File: src/rtl/seq_pkg.sv
package seq_pkg;

  typedef enum logic [3:0] {
    ST_IDLE   = 4'h0,
    ST_PRE    = 4'h1,
    ST_WAIT   = 4'h2,
    ST_SAMPLE = 4'h3,
    ST_POST   = 4'h4,
    ST_REARM  = 4'h5,
    ST_DONE   = 4'h7
  } seqState_t;

  localparam logic [3:0] MODE_RESET  = 4'h0;
  localparam logic [3:0] MODE_PAUSE  = 4'h1;
  localparam logic [3:0] MODE_SINGLE = 4'h2;
  localparam logic [3:0] MODE_REARM  = 4'h3;
  localparam logic [3:0] MODE_UNINIT = 4'h4;

  localparam logic [3:0] STAT_UNINIT = 4'h8;
  localparam logic [3:0] STAT_INIT   = 4'h9;

  typedef struct packed {
    logic wrEn;
    logic cntClr;
    logic selPost;
  } dpCtrl_t;

endpackage

File: src/rtl/seq_dp.sv
module seq_dp
  import seq_pkg::*;
#(
  parameter int CW = 16
) (
  input  logic          clk,
  input  logic          rstN,
  input  dpCtrl_t       ctl,
  input  logic [3:0]    clkSel,
  input  logic [7:0]    clkBus,
  input  logic          irqIn,
  input  logic [CW-1:0] preCount,
  input  logic [CW-1:0] postCount,
  output logic          lastHit,
  output logic          preZero,
  output logic          postZero,
  output logic          tick,
  output logic          fifoWr
);
  localparam int LINES = 8;

  logic [LINES-1:0] busPrev;
  logic             irqPrev;
  logic [LINES-1:0] busRise, busFall;
  logic [CW-1:0]    cnt, target;

  always_ff @(posedge clk) begin
    if (!rstN) begin
      busPrev <= '0;
      irqPrev <= 1'b0;
    end else begin
      busPrev <= clkBus;
      irqPrev <= irqIn;
    end
  end

  assign busRise = clkBus & ~busPrev;
  assign busFall = ~clkBus & busPrev;

  always_comb begin
    case (clkSel)
      4'h0:    tick = 1'b1;
      4'h1:    tick = 1'b0;
      4'h8:    tick = irqIn & ~irqPrev;
      4'h9:    tick = 1'b0;
      default: tick = clkSel[3] ? busFall[clkSel[2:0]] : busRise[clkSel[2:0]];
    endcase
  end

  assign fifoWr = ctl.wrEn & tick;

  always_ff @(posedge clk) begin
    if (!rstN || ctl.cntClr) cnt <= '0;
    else if (fifoWr)         cnt <= cnt + CW'(1);
  end

  assign target   = ctl.selPost ? postCount : preCount;
  assign lastHit  = (cnt == target - CW'(1));
  assign preZero  = (preCount == '0);
  assign postZero = (postCount == '0);

endmodule

File: src/rtl/seq_ctrl.sv
module seq_ctrl
  import seq_pkg::*;
(
  input  logic       clk,
  input  logic       rstN,
  input  logic       modeWrEn,
  input  logic [7:0] modeWrData,
  input  logic       initDone,
  input  logic       startTrig,
  input  logic       stopTrig,
  input  logic       fifoEmpty,
  input  logic       tick,
  input  logic       lastHit,
  input  logic       preZero,
  input  logic       postZero,
  output dpCtrl_t    ctl,
  output logic [7:0] modeStatus,
  output logic       initReq
);
  logic [3:0] modeQ;
  logic       convReady, initBusy;
  seqState_t  state, stateNext, finishState, armState;
  logic       wrValid, fillDone;
  logic [3:0] statusV;
  logic [3:0] unusedHi;

  assign unusedHi = modeWrData[7:4];
  assign wrValid  = modeWrEn && (modeWrData[3:0] <= MODE_UNINIT);

  always_ff @(posedge clk) begin
    if (!rstN) begin
      modeQ     <= MODE_UNINIT;
      convReady <= 1'b0;
      initBusy  <= 1'b0;
      state     <= ST_IDLE;
    end else begin
      if (wrValid) modeQ <= modeWrData[3:0];
      if (wrValid && modeWrData[3:0] == MODE_UNINIT) begin
        convReady <= 1'b0;
        initBusy  <= 1'b0;
      end else if (!convReady) begin
        if (initBusy && initDone) begin
          initBusy  <= 1'b0;
          convReady <= 1'b1;
        end else if (wrValid) begin
          initBusy <= 1'b1;
        end
      end
      state <= stateNext;
    end
  end

  always_comb begin
    ctl         = '{wrEn: 1'b0, cntClr: 1'b1, selPost: 1'b0};
    stateNext   = state;
    fillDone    = tick & lastHit;
    finishState = (modeQ == MODE_REARM) ? ST_REARM : ST_DONE;
    armState    = preZero ? ST_WAIT : ST_PRE;
    if (!convReady || modeQ == MODE_UNINIT || modeQ == MODE_RESET) begin
      stateNext = ST_IDLE;
    end else if (modeQ == MODE_PAUSE) begin
      ctl.cntClr = 1'b0;
    end else begin
      case (state)
        ST_IDLE: stateNext = armState;
        ST_PRE: begin
          ctl.wrEn   = 1'b1;
          ctl.cntClr = 1'b0;
          if (fillDone) stateNext = ST_WAIT;
        end
        ST_WAIT: if (startTrig) stateNext = ST_SAMPLE;
        ST_SAMPLE: begin
          ctl.wrEn = 1'b1;
          if (stopTrig) stateNext = postZero ? finishState : ST_POST;
        end
        ST_POST: begin
          ctl.wrEn    = 1'b1;
          ctl.cntClr  = 1'b0;
          ctl.selPost = 1'b1;
          if (fillDone) stateNext = finishState;
        end
        ST_REARM: if (fifoEmpty) stateNext = armState;
        ST_DONE:  stateNext = ST_DONE;
        default:  stateNext = ST_IDLE;
      endcase
    end
  end

  always_comb begin
    if (!convReady)               statusV = initBusy ? STAT_INIT : STAT_UNINIT;
    else if (modeQ == MODE_RESET) statusV = ST_IDLE;
    else                          statusV = state;
  end

  assign modeStatus = {statusV, modeQ};
  assign initReq    = initBusy;

endmodule

File: src/rtl/capture_sequencer.sv
module capture_sequencer
  import seq_pkg::*;
#(
  parameter int CW = 16
) (
  input  logic          clk,
  input  logic          rstN,
  input  logic          modeWrEn,
  input  logic [7:0]    modeWrData,
  output logic [7:0]    modeStatus,
  output logic          initReq,
  input  logic          initDone,
  input  logic [3:0]    clkSel,
  input  logic [7:0]    clkBus,
  input  logic          irqIn,
  input  logic          startTrig,
  input  logic          stopTrig,
  input  logic [CW-1:0] preCount,
  input  logic [CW-1:0] postCount,
  input  logic          fifoEmpty,
  output logic          fifoWr
);
  dpCtrl_t ctl;
  logic    tick, lastHit, preZero, postZero;

  seq_ctrl u_ctrl (
    .clk(clk), .rstN(rstN), .modeWrEn(modeWrEn), .modeWrData(modeWrData),
    .initDone(initDone), .startTrig(startTrig), .stopTrig(stopTrig),
    .fifoEmpty(fifoEmpty), .tick(tick), .lastHit(lastHit),
    .preZero(preZero), .postZero(postZero), .ctl(ctl),
    .modeStatus(modeStatus), .initReq(initReq)
  );

  seq_dp #(.CW(CW)) u_dp (
    .clk(clk), .rstN(rstN), .ctl(ctl), .clkSel(clkSel), .clkBus(clkBus),
    .irqIn(irqIn), .preCount(preCount), .postCount(postCount),
    .lastHit(lastHit), .preZero(preZero), .postZero(postZero),
    .tick(tick), .fifoWr(fifoWr)
  );

endmodule

File: config.mk
export PLATFORM = sky130hd
export DESIGN_NAME = capture_sequencer
export DESIGN_NICKNAME = d
export VERILOG_FILES = /design/src/rtl/seq_pkg.sv /design/src/rtl/seq_dp.sv /design/src/rtl/seq_ctrl.sv /design/src/rtl/capture_sequencer.sv
export SDC_FILE = /design/constraint.sdc
export NUM_CORES = 1
export LEC_CHECK = 0
export BUFFER_PORTS_ARGS = -buffer_cell sky130_fd_sc_hd__buf_2
export CORE_AREA = 3 3 81 83
export CTS_BUF_LIST = sky130_fd_sc_hd__clkbuf_4 sky130_fd_sc_hd__clkbuf_8
export CTS_CLUSTER_SIZE = 10
export DETAILED_ROUTE_END_ITERATION = 10
export DIE_AREA = 0 0 84 86
export MAX_ROUTING_LAYER = met4
export PLACE_DENSITY = 0.73
export SYNTH_ARGS = -nofsm -noshare
export SYNTH_HDL_FRONTEND = slang
export SYNTH_SLANG_ARGS = --single-unit
File: constraint.sdc
create_clock -name clk -period 4.09 [get_ports clk]
set_input_delay 0.409 -clock clk [delete_from_list [all_inputs] [get_ports clk]]
set_output_delay 0.409 -clock clk [all_outputs]
set_load 0.005 [all_outputs]
After elaboration in Yosys (flattened, before gate mapping)
Index checks and enable logic that the tools add are counted.
- flip-flop bits (word level): 35
- latch bits: 0
- RAM bits: 0
- memory bits (read-only): 0
- bits of input ports: 60
- output and inout port bits: 10
- memories: 0
- add/subtract/negate cells: 2
- multiply operators: 0
- divide/modulo/power cells: 0
- $lt $le $gt $ge: 2
- equality and inequality tests: 19
- shift operators: 0
- mux-type cells: 30
- bitwise logic cells: 11
- reduce and logical (&&, ||, !) cells: 21
- operators with widths (cell ; count):
    $logic_not 16->1 ; 2
    $mux 4 ; 8
    $pmux 4 s7 ; 1
    $eq 4x3->1 const B ; 5
    $add 16x1->16 const B ; 1
    $and 8x8->8 ; 2
    $eq 16x16->1 ; 1
    $mux 16 ; 1
    $not 8->8 ; 2
    $sub 16x1->16 const B ; 1
    $mux 1 ; 14
    $eq 4x1->1 const B ; 3
    $eq 4x2->1 const B ; 3
    $logic_not 4->1 ; 3
    $eq 4x4->1 const B ; 2
    $reduce_or 2->1 ; 4
    $bmux 1 s3 ; 2
    $ne 2x2->1 const B ; 3
    $reduce_and 6->1 ; 1
    $le 4x3->1 const B ; 1
    $lt 3x4->1 const B ; 1
    $mux 2 ; 2
    $ne 2x1->1 const B ; 2
    $not 1->1 ; 4
    other kinds (9) ; 16

Depth between registers and ports, before layout
- depth after elaboration: 11
- mapped depth: 15
- depth with buffers taken out: 12

Cells and area by module
From an unflattened synthesis, not the netlist that was laid out.
- cells, all modules: 318
- area, all modules: 2595.0 um^2
- by module, submodules not included (module ; instances ; cells each ; area an instance (um^2)):
    seq_dp ; 1 ; 246 ; 2004.4
    seq_ctrl ; 1 ; 72 ; 590.6

Least setup slack after synthesis
Ideal clock, no wire load.
- path type: register to register
- start: register u_ctrl.modeQ[1]
- end: register u_ctrl.state[0]
- arrival time: 2.921 ns
- path slack: 1.044 ns
- stages on the path, launching flop included: 15
- buffers on the path: 3
- period minus slack after synthesis: 3.046 ns
- cell sequence: dfxtp_1 -> clkbuf_1 -> a211o_1 -> nand2_1 -> buf_2 -> mux2i_1 -> ha_1 -> buf_1 -> o21ai_0 -> xnor2_1 -> o211ai_1 -> or4_1 -> o21ai_1 -> nand2_1 -> mux2i_1
- longest elaborated chain between the ends: 10
- elaborated cells on any way between the ends: 16
- classes of those cells: 1 x add/sub; 5 x eq/ne; 3 x mux; 2 x bitwise; 5 x reduce/logical
- RTL lines (element ; line ; text):
    start, declared ; seq_ctrl.sv:20 ; logic [3:0] modeQ;
    start signal, assigned ; seq_ctrl.sv:37 ; if (wrValid) modeQ <= modeWrData[3:0];
    $eq 4x3->1 ; seq_ctrl.sv:59 ; if (!convReady || modeQ == MODE_UNINIT || modeQ == MODE_RESET) begin
    $logic_or 1x1->1 (2 in series) ; seq_ctrl.sv:59 ;
    $mux 3 ; seq_ctrl.sv:59 ;
    $mux 16 ; seq_dp.sv:57 ; assign target = ctl.selPost ? postCount : preCount;
    $sub 16x1->16 ; seq_dp.sv:58 ; assign lastHit = (cnt == target - CW'(1));
    $eq 16x16->1 ; seq_dp.sv:58 ;
    $and 1x1->1 ; seq_ctrl.sv:56 ; fillDone = tick & lastHit;
    $ne 2x1->1 (no line) ; -- ;
    $reduce_and 6->1 (no line) ; -- ;
    end signal, assigned ; seq_ctrl.sv:49 ; state <= stateNext;
    end, declared ; seq_ctrl.sv:22 ; seqState_t state, stateNext, finishState, armState;
Parallel ways exist; a longest one is shown, timed or not.
A chain may end at the register's enable or synchronous reset.

Worst setup path in the final report
- start: register u_ctrl.state[2]
- end: register u_ctrl.state[0]
- longest elaborated chain between the ends: 10
- elaborated cells on any way between the ends: 21
- classes of those cells: 1 x add/sub; 12 x eq/ne; 5 x mux; 1 x bitwise; 2 x reduce/logical
- RTL lines (element ; line ; text):
    $eq 4x3->1 ; seq_ctrl.sv:64 ; case (state)
    $mux 1 ; seq_ctrl.sv:64 ;
    $mux 1 ; seq_ctrl.sv:61 ; end else if (modeQ == MODE_PAUSE) begin
    $mux 3 ; seq_ctrl.sv:59 ;
    $mux 16 ; seq_dp.sv:57 ;
    $sub 16x1->16 ; seq_dp.sv:58 ;
    $eq 16x16->1 ; seq_dp.sv:58 ;
    $and 1x1->1 ; seq_ctrl.sv:56 ;
    $ne 2x1->1 (no line) ; -- ;
    $reduce_and 6->1 (no line) ; -- ;
Parallel ways exist; a longest one is shown, timed or not.

==> metrics.json <==
{
  "placed_design": {
    "placed_cell_area_um2": 3230,
    "gp_congestion": 0.933,
    "dpl.hpwl_um": 6200,
    "buffer_ports.inserted": 63
  },
  "worst_setup_path": {
    "timing.critical_path.arrival_ps": 3740,
    "cp_max_fo": 11,
    "setup.worst_path.class": "reg2reg",
    "crit_path_end_kind": "flop",
    "critPathLaunchType": "flop",
    "critical_path_required_time_ps": 4260
  },
  "logic_synthesis": {
    "synth.ff_latch_count": 32,
    "synth_compound_gate_area_share_pct": 19.7,
    "synth_ff_type": "sky130_fd_sc_hd__dfxtp_1",
    "synth_enable_flop_cells": 0,
    "synth_sequential_area_ratio_pct": 22.1,
    "synthesis.instances": 377,
    "avgSynthCellArea_um2": 7.70,
    "synth-xor-area-share_pct": 11.2,
    "synth.lib_cells_used.distinct": 72,
    "synth_mux_area_share_pct": 5.26,
    "adder_and_majority_gate_portion_of_the_synthesized_area_pct": 0.862,
    "synth_top_family_by_area": "simple AND/OR/NAND/NOR gates",
    "syn-num-nets": 439,
    "postSynth.asyncResetShare_pct": 0,
    "yosys.area_share.simple_pct": 37.2,
    "synth_warnings": 0,
    "post_synth_instance_area_um2": 2900
  },
  "cells_and_area": {
    "fraction_of_final_layout_cells_with_drive_strength_greater_than_1_pct": 19.5,
    "final_cell_area_um2": 3310,
    "finalNetCount": 492,
    "fillers": 574,
    "syn_to_final_growth_pct": 14.1,
    "antennaDiodeCount": 0
  },
  "job": {
    "cap_viol_max_count": 0
  },
  "floorplanning": {
    "core_area_um2": 5920,
    "die_height_um": 86,
    "floorplan.rows": 28,
    "die-width_um": 84,
    "io_pins": 70,
    "die_area_um2": 7220,
    "start_util_pct": 49.0
  },
  "power": {
    "leakage_power_figure_uw": 0.00132,
    "power.total_uw": 696,
    "irDropWorstVdd_v": 0.000180,
    "cellPowerDensity_nw_per_um2": 210
  },
  "outcome": {
    "outcome": "completed"
  },
  "sta": {
    "slew_viol_final": 0,
    "worst_slew_margin_rel_pct": 24.5,
    "final.setup_skew_ps": 12.4,
    "worst_pin_slew_ps": 1120,
    "report.final.hold_viol_count": 0,
    "fin_setup_tns_ps": 0,
    "grt_setup_unrepaired": "false",
    "setup_viol": 0,
    "maximum_achievable_frequency_ghz": 0.280,
    "layout_min_cycle_time_ps": 3570,
    "period_share_pct": 87.2
  },
  "global_route": {
    "grt_start_max_net_pins": 17,
    "groute.usage.overall_pct": 22.5,
    "grt.met1_usage_pct": 27.1,
    "first_pass_grt_wire_length_um": 12800,
    "met3_layer_usage_reported_by_global_route_pct": 4.90,
    "antenna_found_initial": 0,
    "grt-ovfl-total": 0,
    "gr_busiest_metal": "met2",
    "vias_in_the_first_global_route": 2805,
    "gr-usage-met2_pct": 36.6
  },
  "cts": {
    "resized_gates_after_cts": 0,
    "clock_tree.htree_level_count": 2,
    "cts_buffer_depth": 2,
    "tritoncts_clock_tree": "yes",
    "ctsRootBufferMaster": "sky130_fd_sc_hd__clkbuf_8",
    "clk_pin_slew_ps": 70,
    "clkLatencyLatePin_ps": 290,
    "sinks_on_clock_net": 32,
    "post_cts_hold_buffer_count": 0,
    "postCtsSetupBuffers": 0,
    "numCtsBuffers": 5
  },
  "detailed_routing": {
    "drt_pass1_iterations": 5,
    "route.vias.total": 3097,
    "postRouteWirelength_um": 8040,
    "drc": 0,
    "drt.antenna.violating_nets": 0,
    "avgViaCountPerCell": 6.13,
    "drt_iter0_drc": 225,
    "routed_wire_length_per_instance_um": 15.9
  },
  "min_path": {
    "min-delay-path-class": "in2reg"
  }
}
==> worst paths after layout <==
path / end / depth (start not counted) / slack (ps) / from
worst max-delay path: u_ctrl.state[0] / 11 / 520 / u_ctrl.state[2]
worst max register to register: u_ctrl.state[0] / 11 / 520 / u_ctrl.state[2]
worst min-delay path: u_ctrl.initReq / 2 / 340 / initDone
worst min register to register: u_ctrl.initReq / 1 / 540 / u_ctrl.initReq
==> per-layer routing <==
metal | wire, um | vias to the layer above
met2 | 3700 | 131
met4 | 235 | 0
met1 | 3560 | 1433
li1 | - | 1508
met5 | 0 | -
met3 | 544 | 25
==> stage by stage <==
step | setup slack, ps | hold WS (ps) | cells | utilization, %
floorplan | 1040 | 467 | 377 | -
global placement | 659 | 502 | 498 | 54.6
detailed placement | 574 | 529 | 498 | 54.6
CTS | 564 | 333 | 505 | 56.0
global route | 268 | 341 | 505 | 56.0
finish | 525 | 340 | 505 | 56.0
==> synth_stat cells (4+ instances only) <==
library cell,instances,share of area (%)
sky130_fd_sc_hd__nand2b_1,17,3.7
sky130_fd_sc_hd__clkbuf_1,9,1.2
sky130_fd_sc_hd__o31ai_1,4,1.0
sky130_fd_sc_hd__nor4_1,6,1.3
sky130_fd_sc_hd__inv_1,4,0.52
sky130_fd_sc_hd__nor2_1,42,5.4
sky130_fd_sc_hd__o21ai_0,12,2.1
sky130_fd_sc_hd__and3_1,11,2.4
sky130_fd_sc_hd__a2111oi_0,4,1.2
sky130_fd_sc_hd__nand3_1,18,3.1
sky130_fd_sc_hd__nor3_1,14,2.4
sky130_fd_sc_hd__and2_1,14,3.0
sky130_fd_sc_hd__or3_1,4,0.86
sky130_fd_sc_hd__nand2_1,21,2.7
sky130_fd_sc_hd__xor2_1,13,3.9
sky130_fd_sc_hd__a21oi_1,14,2.4
sky130_fd_sc_hd__mux2i_1,13,4.5
sky130_fd_sc_hd__xnor2_1,19,5.7
sky130_fd_sc_hd__nor4b_1,5,1.5
sky130_fd_sc_hd__buf_2,4,0.69
sky130_fd_sc_hd__a31oi_1,4,0.86
sky130_fd_sc_hd__nand4_1,8,1.7
sky130_fd_sc_hd__dfxtp_1,32,22
sky130_fd_sc_hd__nor2b_1,11,2.4
==> flip-flops by register name, summed over array words and instances, names as in the netlist <==
signal / flops
u_ctrl.convReady: 1
u_ctrl.initReq: 1
u_ctrl.modeQ: 4
u_ctrl.state: 3
u_dp.busPrev: 6
u_dp.cnt: 16
u_dp.irqPrev: 1
==> critical path: stages (launching register included) <==
cell	delay, ps
sky130_fd_sc_hd__dfxtp_1	510
sky130_fd_sc_hd__or3b_1	600
sky130_fd_sc_hd__o31ai_1	410
sky130_fd_sc_hd__and2_1	180
sky130_fd_sc_hd__ha_1	360
sky130_fd_sc_hd__o21ai_0	180
sky130_fd_sc_hd__xnor2_1	190
sky130_fd_sc_hd__o211ai_1	100
sky130_fd_sc_hd__or4_1	540
sky130_fd_sc_hd__o21ai_1	170
sky130_fd_sc_hd__nand2_1	80
sky130_fd_sc_hd__mux2i_1	120
==> area by class of cell <==
type,count,area (um^2),share of cell area [%]
Clock buffer,6,76.3,2.30
Clock inverter,1,5.00,0.151
Inverter,4,15.0,0.453
Multi-Input combinational cell,322,2150,65.0
Sequential cell,32,641,19.3
Timing Repair Buffer,65,330,9.97
Tap cell,75,93.8,2.83
==> where the power goes <==
group / switching [uW] / total [uW] / internal (uW)
Combinational: 76.9 / 140 / 62.9
Sequential: 5.91 / 324 / 318
Clock: 111 / 233 / 122
Total: 193 / 696 / 503
==> kinds of logic after synthesis <==
kind of cell    after synthesis
compound gates               79
mux                          15
fa+ha+maj                     2
xor+xnor                     34
buf+inv                      23
simple gates                192
flops                        32
==> cell usage in the layout (no fill, tap or decap), drive strengths merged, types with 4 or more instances in the layout <==
master    n
xor2     13
a31oi     4
nand3    18
nor2b    11
nand2    21
inv       4
nor3     16
or3       4
xnor2    19
o31ai     4
dfxtp    32
a21oi    14
nor4      7
and2     14
buf      65
nand2b   17
nand4     8
mux2i    13
or3b      4
and3     11
a2111oi   4
clkbuf    6
nor2     42
o21ai    14
nor4b     5
Note: power is estimated with default switching activity, not from simulation.
